`src/rtl/acc_alu.sv`:
```
module acc_alu #(
  parameter int DW = 8,
  parameter int AW = 16,
  parameter int OW = 4
) (
  input  logic                  clk,
  input  logic                  rst_n,
  input  logic                  en,
  input  logic [OW-1:0]         op,
  input  logic [DW-1:0]         acc_in,
  input  logic [DW-1:0]         mem_in,
  input  logic [5:0]            ccr_in,
  input  logic [$clog2(DW)-1:0] bit_sel,
  input  logic [AW-1:0]         ptr_in,
  input  logic [AW-1:0]         pc_in,
  output logic [DW-1:0]         res_out,
  output logic [5:0]            ccr_out,
  output logic [AW-1:0]         ptr_out,
  output logic                  br_taken,
  output logic [AW-1:0]         br_target
);
  localparam int HB = DW / 2;
  localparam int FV = 5, FH = 4, FN = 2, FZ = 1, FC = 0;
  localparam logic [OW-1:0] OP_ADD = OW'(0), OP_ADC = OW'(1), OP_AND = OW'(2),
                            OP_ASL = OW'(3), OP_LSL = OW'(4), OP_ASR = OW'(5),
                            OP_SPA = OW'(6), OP_HXA = OW'(7), OP_BCLR = OW'(8),
                            OP_BCC = OW'(9), OP_BCS = OW'(10), OP_BEQ = OW'(11);

  logic          cin;
  logic [DW:0]   sum;
  logic [AW-1:0] rel;
  logic [DW-1:0] n_res;
  logic [5:0]    n_ccr;
  logic          n_tk;
  logic          is_shift;

  assign cin      = (op == OP_ADC) & ccr_in[FC];
  assign sum      = {1'b0, acc_in} + {1'b0, mem_in} + {{DW{1'b0}}, cin};
  assign rel      = {{(AW-DW){mem_in[DW-1]}}, mem_in};
  assign is_shift = (op == OP_ASL) || (op == OP_LSL) || (op == OP_ASR);

  always_comb begin
    n_res = acc_in;
    n_ccr = ccr_in;
    n_tk  = 1'b0;
    case (op)
      OP_ADD, OP_ADC: begin
        n_res     = sum[DW-1:0];
        n_ccr[FV] = (acc_in[DW-1] == mem_in[DW-1]) && (sum[DW-1] != acc_in[DW-1]);
        n_ccr[FH] = acc_in[HB] ^ mem_in[HB] ^ sum[HB];
        n_ccr[FC] = sum[DW];
      end
      OP_AND: begin
        n_res     = acc_in & mem_in;
        n_ccr[FV] = 1'b0;
      end
      OP_ASL, OP_LSL: begin
        n_res     = {acc_in[DW-2:0], 1'b0};
        n_ccr[FC] = acc_in[DW-1];
      end
      OP_ASR: begin
        n_res     = {acc_in[DW-1], acc_in[DW-1:1]};
        n_ccr[FC] = acc_in[0];
      end
      OP_BCLR: n_res = mem_in & ~({{(DW-1){1'b0}}, 1'b1} << bit_sel);
      OP_BCC:  n_tk  = ~ccr_in[FC];
      OP_BCS:  n_tk  = ccr_in[FC];
      OP_BEQ:  n_tk  = ccr_in[FZ];
      default: ;
    endcase
    if (op <= OP_ASR) begin
      n_ccr[FN] = n_res[DW-1];
      n_ccr[FZ] = (n_res == '0);
    end
    if (is_shift) n_ccr[FV] = n_ccr[FN] ^ n_ccr[FC];
  end

  always_ff @(posedge clk) begin
    if (!rst_n) begin
      res_out   <= '0;
      ccr_out   <= '0;
      ptr_out   <= '0;
      br_taken  <= 1'b0;
      br_target <= '0;
    end else if (en) begin
      res_out   <= n_res;
      ccr_out   <= n_ccr;
      br_taken  <= n_tk;
      br_target <= pc_in + AW'(2) + rel;
      if (op == OP_SPA || op == OP_HXA) ptr_out <= ptr_in + rel;
    end
  end
endmodule


```
`config.mk`:
```
export PLATFORM = sky130hd
export DESIGN_NAME = acc_alu
export DESIGN_NICKNAME = d
export VERILOG_FILES = /design/src/rtl/acc_alu.sv
export SDC_FILE = /design/constraint.sdc
export NUM_CORES = 1
export LEC_CHECK = 0
export ABC_AREA = 1
export BUFFER_PORTS_ARGS = -buffer_cell sky130_fd_sc_hd__buf_4
export CORE_UTILIZATION = 30
export CTS_BUF_LIST = sky130_fd_sc_hd__clkbuf_8
export DETAILED_ROUTE_END_ITERATION = 10
export SYNTH_ARGS = -nofsm -noshare
export SYNTH_HDL_FRONTEND = slang
export SYNTH_SLANG_ARGS = --single-unit
```
`constraint.sdc`:
```
create_clock -name clk -period 2.68 [get_ports clk]
set_input_delay 0.536 -clock clk [delete_from_list [all_inputs] [get_ports clk]]
set_output_delay 0.536 -clock clk [all_outputs]
set_load 0.005 [all_outputs]
```
==> Yosys cells after proc, flatten, opt, wreduce, memory -nomap -nowiden <==
Index checks and enable logic that the tools add are counted.
{ "word_totals": {"regBits": 47, "in_bits": 64, "output_inout_bits": 47} }
{ "op_classes": {"add_sub_neg": 5, "n_lt_le_gt_ge": 1, "eq_ne": 13, "shift": 1, "muxes": 7, "n_bitwise": 8, "n_reduce_logical": 9} }
{ "op_table": {"columns": ["op", "n"], "rows": [
  ["case mux 8 bit (5 select lines)", 1],
  ["adder 16 bit", 2],
  ["adder 16 x 2 -> 16 bit (second input constant)", 1],
  ["bitwise AND 8 bit", 2],
  ["== test 4 x 3 -> 1 bit (second input constant)", 4],
  ["== test 4 bit (second input constant)", 4],
  ["adder 8 x 8 -> 9 bit", 1],
  ["adder 9 x 1 -> 9 bit", 1],
  ["== test 4 x 2 -> 1 bit (second input constant)", 2],
  ["zero test 8 bit", 1],
  ["inverter 8 bit", 1],
  ["left shift 1 x 3 -> 8 bit (first input constant)", 1],
  ["case mux 1 bit (3 select lines)", 2],
  ["== test 4 x 1 -> 1 bit (second input constant)", 1],
  ["<= comparator 4 x 3 -> 1 bit (second input constant)", 1],
  ["zero test 4 bit", 1],
  ["OR reduction 2 bit", 2],
  ["logical OR 1 bit", 3],
  ["bitwise XOR 1 bit", 3],
  ["two-way mux 1 bit", 2],
  ["two-way mux 2 bit", 1],
  ["case mux 1 bit (2 select lines)", 1],
  ["AND reduction 2 bit", 1],
  ["bitwise AND 1 bit", 1],
  ["other kinds (4)", 4]
]} }

==> Logic depth before layout (Yosys ltp) <==
Gate-level depths: netlist (run 1).
{ "logic_depth": {"ltp_word": 8, "ltp_mapped": 18} }

==> Worst setup path after synthesis (run 1) <==
OpenSTA, ideal clock, no wires.
{ "synth_timing": {"path_type": "input to register", "startpoint": "input port op[2]", "endpoint": "register ccr_out[1]", "arrival_time_ns": 2.666, "t_required_ns": 2.609, "slack_ns": -0.056, "stages": 12, "path_buffers": 0, "path_cell_list": "nor2_2 nand3_1 fa_1 fa_1 o21ai_0 xnor2_1 nor2_1 nor2_1 nand2_1 nor2_1 nand3_1 a21oi_1"} }
{ "synth_between": {"elab_chain_cells": 6} }
{ "synth_lines": {"columns": ["element", "line_no", "text"], "rows": [
  ["start, declared", "9", "input logic [OW-1:0] op,"],
  ["== test 4 x 1 -> 1 bit", "37, 46", null],
  ["bitwise AND 1 bit", "37", "assign cin = (op == OP_ADC) & ccr_in[FC];"],
  ["adder 9 x 1 -> 9 bit", "38", "assign sum = {1'b0, acc_in} + {1'b0, mem_in} + {{DW{1'b0}}, cin};"],
  ["case mux 8 bit (5 select lines)", "46", "case (op)"],
  ["zero test 8 bit", "73", "n_ccr[FZ] = (n_res == '0);"],
  ["two-way mux 2 bit (*)", "71", "if (op <= OP_ASR) begin"],
  ["end signal, assigned", "87", "ccr_out <= n_ccr;"],
  ["end, declared", "17", "output logic [5:0] ccr_out,"]
]} }
Every way passes the cells marked *; elsewhere a longest branch is shown, timed or not.
A chain may end at the register's enable or synchronous reset.

==> Final worst setup path (run 1) <==
{ "layout_timing": {"startpoint": "input port mem_in[1]", "endpoint": "register br_target[15]"} }
{ "layout_between": {"elab_chain_cells": 1} }
{ "layout_lines": {"columns": ["element", "line_no", "text"], "rows": [
  ["start, declared", "11", "input logic [DW-1:0] mem_in,"],
  ["adder 16 bit", "89", "br_target <= pc_in + AW'(2) + rel;"],
  ["end signal, assigned", "89", null],
  ["end, declared", "20", "output logic [AW-1:0] br_target"]
]} }
No other way between the ends.

==> summary.txt, run 1 <==
Status
  • Status: complete, no violations

Global route
  • M2 GR Usage: between 30% and 40%
  • Initial antenna violation count: 0
  • M1 GR Usage: about a quarter
  • First-pass GRT wire length: between 20000 and 25000 um
  • Vias in the first global route: 4437
  • Gr usage total: 19.3%
  • Grt met3 use: 3.93%
  • Overflow after GRT: 0
  • Largest net degree at the start of global routing: 27
  • Grt peak-use layer: met2

Synthesis
  • Avg Inst Size Synth: 6.46 um^2
  • Synthesized cell area: 4330 um^2
  • Yosys reg bits: 47
  • Async S/R FF share, synth: 0%
  • Syn Inst Count: between 600 and 700
  • Syn_nets: about 800
  • Seq/Total Area, Yosys: 21.7%
  • Number of synthesized flops with an enable pin: 0
  • Synth unique cells: 38
  • Synth warn: 0
  • Top FF cell, synth: dfxtp_1

Flow run
  • Total of max-cap violations: 0

Clocking
  • Sink Count: 47
  • Clk_lat worst skew: 0.33 ns
  • CTS Hold Bufs: 0
  • H-tree depth: 2
  • Root buf cell: clkbuf_8
  • Total CTS buffers: 5
  • Worst-path clk slew: 0.10 ns
  • CTS tree: built
  • Post-CTS setup buffer count: 0
  • Post-cts sizing count: 0
  • Clock Tree Buf Depth: 2

STA
  • Ratio of final minimum period to clock period: 91.7%
  • Fin. Hold Viols: 0
  • Max_slew headroom: 64.6%
  • Hold Slack: around 0.42 ns
  • Worst Max-Slew Pin Slew: 0.525 ns
  • Final Slew Violations: 0
  • Final WS setup: 0.223 ns
  • RSZ-0062 raised after global routing: false
  • Max Freq: 407 MHz
  • Clk_skew: 0 ns
  • Fin crit period: 2.46 ns
  • Setup Viol. Count Final: 0

Place
  • Post-detail-place hpwl: approximately 11000 um
  • Placement Setup Slack: -0.138 ns
  • DP Cell Count: 971
  • # port buffers: 110
  • GPL Wtd Cong: about 0.9

Power
  • Comb pwr share: 41.6%
  • Seq pwr share: approximately a third
  • Power Density: 394 nW/um^2
  • Switch share: 37.8%
  • Leakage: 3.00 nW
  • Clock power frac: 23.1%
  • P_sw: 0.834 mW
  • Max VDD drop: 234 uV
  • Int Pwr: 1.37 mW

Critical path
  • Critical path arrival: 2.69 ns
  • Worst EP required: between 2 and 3 ns
  • Critical Path Start Type: primary input
  • Critical Path Fanout Max: 3
  • Crit Path Class: primary input to flip-flop
  • Worst Setup End Kind: flip-flop

Routing
  • Post-route ant nets: 0
  • DR pass1 iterations: 5
  • Initial detailed-routing violation count: roughly 230
  • Vias per cell: about 4.8
  • Mean routed wirelength per cell: 14.3 um
  • WL final: 14000 um
  • Via Count: 4695
  • Drc violations: 0

Layout
  • NumNets Final: between 900 and 1000
  • Number of antenna cells inserted: 0
  • Most frequent cells in the layout: buf_4, nand2_1, inv_1, nor2_1, a21oi_1
  • Area Growth Syn to Fin: 29.6%
  • Share of layout cells above drive strength 1: 19.5%
  • Fin util: 40.1%
  • Most common cell after layout, fill and taps aside: buf_4
  • Count of non-filler cells in the finished layout: 979

Die
  • Die Ht: 122 um
  • DIE WIDTH: 122 um
  • # rows: 43
  • IO Count: 111
  • CORE AREA: 14000 um^2
  • Initial Utilization: 30.9%
  • Total die area: 14900 um^2

Hold path
  • HP Class: primary input to flip-flop
-- critical path, stage by stage --
cell     delay [ns]
buf_4          0.13
inv_1          0.11
ha_1           0.24
inv_1          0.06
ha_1           0.15
inv_1          0.05
fa_1           0.41
o21ai_0        0.29
nand3_1        0.11
nand3_1        0.12
nand2_1        0.07
nand2_1        0.06
nand2_1        0.04
nand2_1        0.07
nor2_1         0.04
o21ai_0        0.15
inv_1          0.05
-- per-stage QoR --
| step | area, um^2 | power, mW | TNS, ns |
|---|---|---|---|
| after floorplan | 4330 | 1.34 | 0 |
| after global placement | 5510 | 1.71 | -0.195 |
| after detailed placement | 5510 | 1.71 | -0.313 |
| after CTS | 5610 | 2.23 | 0 |
| after global routing | 5610 | 2.38 | 0 |
| final | 5610 | 2.21 | 0 |
-- registers in the layout (all words and copies together) (netlist names) --
name       cells
br_target     16
ptr_out       16
res_out        8
ccr_out        6
br_taken       1
-- power by group through the flow --
| stage | combinational (mW) | sequential [mW] | clock (mW) |
|---|---|---|---|
| finish | 0.918 | 0.780 | 0.509 |
| global route | 1.04 | 0.786 | 0.550 |
| CTS | 0.921 | 0.780 | 0.531 |
| detailed placement | 0.916 | 0.795 | 0 |
| global placement | 0.914 | 0.796 | 0 |
| floorplan | 0.543 | 0.796 | 0 |
-- cells by family (layout without fill, tap and decap cells) --
logic type	Yosys count	in the layout	share of synthesized area (%)
DFF	47	47	21.7
buffers and inverters	105	234	9.34
xor gates and xnor gates	25	25	5.06
adders and majority gates	55	55	16.6
and+or+nand+nor	299	299	29.4
AOI/OAI and AO/OA	139	139	17.8
-- layout make-up --
| cell class | count | area [um^2] |
|---|---|---|
| Timing Repair Buffer | 135 | 1010 |
| Multi-Input combinational cell | 518 | 2990 |
| Tap cell | 180 | 225 |
| Inverter | 91 | 342 |
| Fill cell | 1541 | 8380 |
| Sequential cell | 47 | 941 |
| Clock inverter | 2 | 16.3 |
| Clock buffer | 6 | 82.6 |
-- Yosys cell counts (2+ instances only) --
cell / instances / share of area (%)
dfxtp_1: 47 / 22
a21oi_1: 52 / 6.0
o21a_1: 3 / 0.52
nor2_4: 2 / 0.52
o21ai_1: 5 / 0.58
xor2_1: 12 / 2.4
buf_2: 2 / 0.23
inv_2: 3 / 0.26
o211ai_1: 11 / 1.9
nand4_1: 8 / 1.2
inv_1: 88 / 7.6
or2_1: 3 / 0.43
a22oi_1: 2 / 0.35
a21o_1: 3 / 0.52
nand3_1: 48 / 5.6
o31ai_1: 2 / 0.35
o21ai_0: 52 / 6.0
nor2_1: 88 / 7.6
nor2_2: 2 / 0.29
nand2_1: 131 / 11
nor3_1: 9 / 1.0
buf_1: 3 / 0.26
fa_1: 4 / 1.9
a31oi_1: 3 / 0.43
clkbuf_1: 8 / 0.69
ha_1: 51 / 15
xnor2_1: 13 / 2.6
nand3b_1: 5 / 0.87
-- worst paths after layout --
check / startpoint / end / slack, ns / cells after the start
max: mem_in[1] / br_target[15]$_SDFFE_PN0P_ / 0.22 / 17
max reg2reg: ptr_out[3]$_SDFFE_PN0P_ / ptr_out[3]$_SDFFE_PN0P_ / 1.97 / 4
min reg2reg: ccr_out[0]$_SDFFE_PN0P_ / ccr_out[0]$_SDFFE_PN0P_ / 0.49 / 2
min: ccr_in[3] / ccr_out[3]$_SDFFE_PN0P_ / 0.42 / 3
-- layer usage --
metal / share of wire, % / up-vias
li1: - / 2474
met1: 48 / 2082
met2: 44 / 127
met3: 6.8 / 12
met4: 1.1 / 0
met5: 0 / -
(Power assumes the default switching activity.)
==> inputs of run 2 (changes only) <==
==> constraint.sdc (replaced) <==
create_clock -name clk -period 2.85 [get_ports clk]
set_input_delay 0.57 -clock clk [delete_from_list [all_inputs] [get_ports clk]]
set_output_delay 0.57 -clock clk [all_outputs]
set_load 0.005 [all_outputs]
==> summary.txt, run 2 (same netlist as run 1, synthesis figures left out) <==
Critical path
  • Buf/Inv on CP: 5 (unchanged)
  • Critical path's top delay family: adder cells
  • Most used cell, CP: nand2_1
  • Worst EP required: 3.12 ns (+0.21 ns)
  • Critical Path Start Type: primary input
  • CP peak stage delay: 0.43 ns (+0.02 ns)
  • Critical path arrival: 2.84 ns (+0.15 ns)
  • Critical Path Fanout Max: 4 (+1)
  • Crit Path Class: primary input to flip-flop
  • Worst Setup End Kind: flip-flop
  • CP max stage cell: fa_1
  • Crit-path cells: buf_4 -> inv_1 -> nand2_1 -> inv_1 -> nand3_1 -> fa_1 -> fa_1 -> o21ai_0 -> buf_4 -> nand2_1 -> nand2_1 -> nand2_1 -> nand3_1 -> nand2_1 -> nand2_1 -> nand2_1 -> inv_1 -> nand3_1 -> a21oi_1

Clocking
  • Worst-path clk slew: 0.10 ns (about the same)
  • H-tree depth: 2 (unchanged)
  • Sink Count: 47 (unchanged)
  • Post-CTS setup buffer count: 0 (unchanged)
  • CTS Hold Bufs: 0 (unchanged)
  • Root buf cell: clkbuf_8
  • Clock Tree Buf Depth: 2 (unchanged)
  • CTS tree: built
  • Post-cts sizing count: 0 (unchanged)
  • Total CTS buffers: 5 (unchanged)
  • Clk_lat worst skew: 0.32 ns (about the same)

Flow run
  • Total of max-cap violations: 0 (unchanged)

Power
  • Clock power frac: 22.3% (-0.8 points)
  • Leakage: 2.97 nW (-0.93%)
  • P_sw: 0.757 mW (-9.3%)
  • Switch share: 37.1% (-0.69 points)
  • Power Density: 367 nW/um^2 (-6.9%)
  • Comb pwr share: 41.8% (+0.2 points)
  • Max VDD drop: 276 uV (+18%)
  • Int Pwr: 1.28 mW (-6.6%)
  • Seq pwr share: 35.9% (+0.6 points)

Routing
  • Initial detailed-routing violation count: 208 (-7.6%)
  • Post-route ant nets: 0 (unchanged)
  • Vias per cell: 4.85 (+1.2%)
  • Mean routed wirelength per cell: 14.2 um (-1.2%)
  • DR pass1 iterations: 5 (unchanged)
  • Drc violations: 0 (unchanged)
  • WL final: 13800 um (-1.8%)
  • Via Count: 4721 (+0.55%)

Die
  • Total die area: 14900 um^2 (unchanged)
  • Initial Utilization: 30.9% (unchanged)
  • DIE WIDTH: 122 um (unchanged)
  • Die Ht: 122 um (unchanged)
  • IO Count: 111 (unchanged)
  • # rows: 43 (unchanged)
  • CORE AREA: 14000 um^2 (unchanged)

STA
  • Final WS setup: 0.272 ns (+0.0485 ns)
  • RSZ-0062 raised after global routing: false
  • Max_slew headroom: 61.8% (-2.8 points)
  • Fin. Hold Viols: 0 (unchanged)
  • Clk_skew: 0 ns (unchanged)
  • Hold Slack: 0.471 ns (+0.0468 ns)
  • Setup Viol. Count Final: 0 (unchanged)
  • Worst Max-Slew Pin Slew: 0.567 ns (+0.0417 ns)
  • Ratio of final minimum period to clock period: 90.5%
  • Final Slew Violations: 0 (unchanged)
  • Max Freq: 388 MHz
  • Fin crit period: 2.58 ns

Global route
  • Overflow after GRT: 0 (unchanged)
  • Vias in the first global route: 4320 (-2.6%)
  • Largest net degree at the start of global routing: 46 (+70%)
  • Gr usage total: 19.0% (-0.28 points)
  • Initial antenna violation count: 0 (unchanged)
  • First-pass GRT wire length: 21800 um (-1.1%)

Place
  • DP Cell Count: 965 (-0.62%)
  • # port buffers: 110 (unchanged)
  • Post-detail-place hpwl: 10900 um (-0.41%)
  • Placement Setup Slack: -0.0291 ns (+0.109 ns)
  • GPL Wtd Cong: 0.953 (+6.0%)

Status
  • Status: complete, no violations

Layout
  • Area Growth Syn to Fin: 28.5%
  • Count of non-filler cells in the finished layout: 973 (-0.61%)
  • Total of fill cells in the finished design: 1516 (-1.6%)
  • NumNets Final: 911 (-0.65%)
  • Biggest regs: br_target (16), ptr_out (16), res_out (8)
  • Share of layout cells above drive strength 1: 18.8% (-0.73 points)
  • Most frequent cells in the layout: nand2_1, buf_4, inv_1, nor2_1
  • Most common cell after layout, fill and taps aside: nand2_1
  • Number of antenna cells inserted: 0 (unchanged)

Hold path
  • HP Class: primary input to flip-flop
==> run 2: routing by layer <==
metal | GRT usage, % | vias up | wire [um]
met1 | 26.0 | 2110 | 6830
li1 | - | 2470 | -
met5 | 0 | - | 0
met3 | 3.79 | 17 | 813
met2 | 30.0 | 124 | 5880
met4 | 5.18 | 0 | 248
==> run 2: final cells by class <==
cell class | count | area, um^2 | share of cell area, %
flip-flops and latches | 47 | 941 | 16.9
clock inverters | 2 | 16.3 | 0.292
clock buffers | 6 | 82.6 | 1.48
multi-input cells | 518 | 2990 | 53.7
inverters | 91 | 342 | 6.14
well taps | 180 | 225 | 4.05
repair buffers | 129 | 968 | 17.4
==> run 2: power by group through the flow <==
stage | Clock [mW] | Sequential (mW) | Combinational (mW)
4_1_cts | 0.481 | 0.733 | 0.856
6_report | 0.454 | 0.732 | 0.852
3_5_place_dp | 0 | 0.748 | 0.850
2_1_floorplan | 0 | 0.748 | 0.510
5_1_grt | 0.502 | 0.739 | 0.963
3_3_place_gp | 0 | 0.748 | 0.848
==> run 2: tightest hold or removal path, stage by stage <==
cell and delay (ns):
buf_4 0.08, nor2_1 0.03, nor2_1 0.09
==> run 2: final timing paths <==
| path | startpoint | to | slack, ns | depth (start not counted) |
|---|---|---|---|---|
| setup reg to reg | ptr_out[3]$_SDFFE_PN0P_ | ptr_out[3]$_SDFFE_PN0P_ | 2.15 | 4 |
| hold reg to reg | res_out[2]$_SDFFE_PN0P_ | res_out[2]$_SDFFE_PN0P_ | 0.50 | 2 |
| setup / recovery | op[1] | ccr_out[1]$_SDFFE_PN0P_ | 0.27 | 19 |
| hold / removal | ccr_in[3] | ccr_out[3]$_SDFFE_PN0P_ | 0.47 | 3 |
==> run 2: per-stage QoR <==
| step | util, % | area (um^2) | total power, mW | setup TNS [ns] |
|---|---|---|---|---|
| floorplan | - | 4330 | 1.26 | 0 |
| global placement | 39.1 | 5460 | 1.60 | -0.00731 |
| detailed placement | 39.1 | 5460 | 1.60 | -0.0291 |
| CTS | 39.8 | 5560 | 2.07 | 0 |
| global route | 39.8 | 5560 | 2.20 | 0 |
| finish | 39.8 | 5560 | 2.04 | 0 |
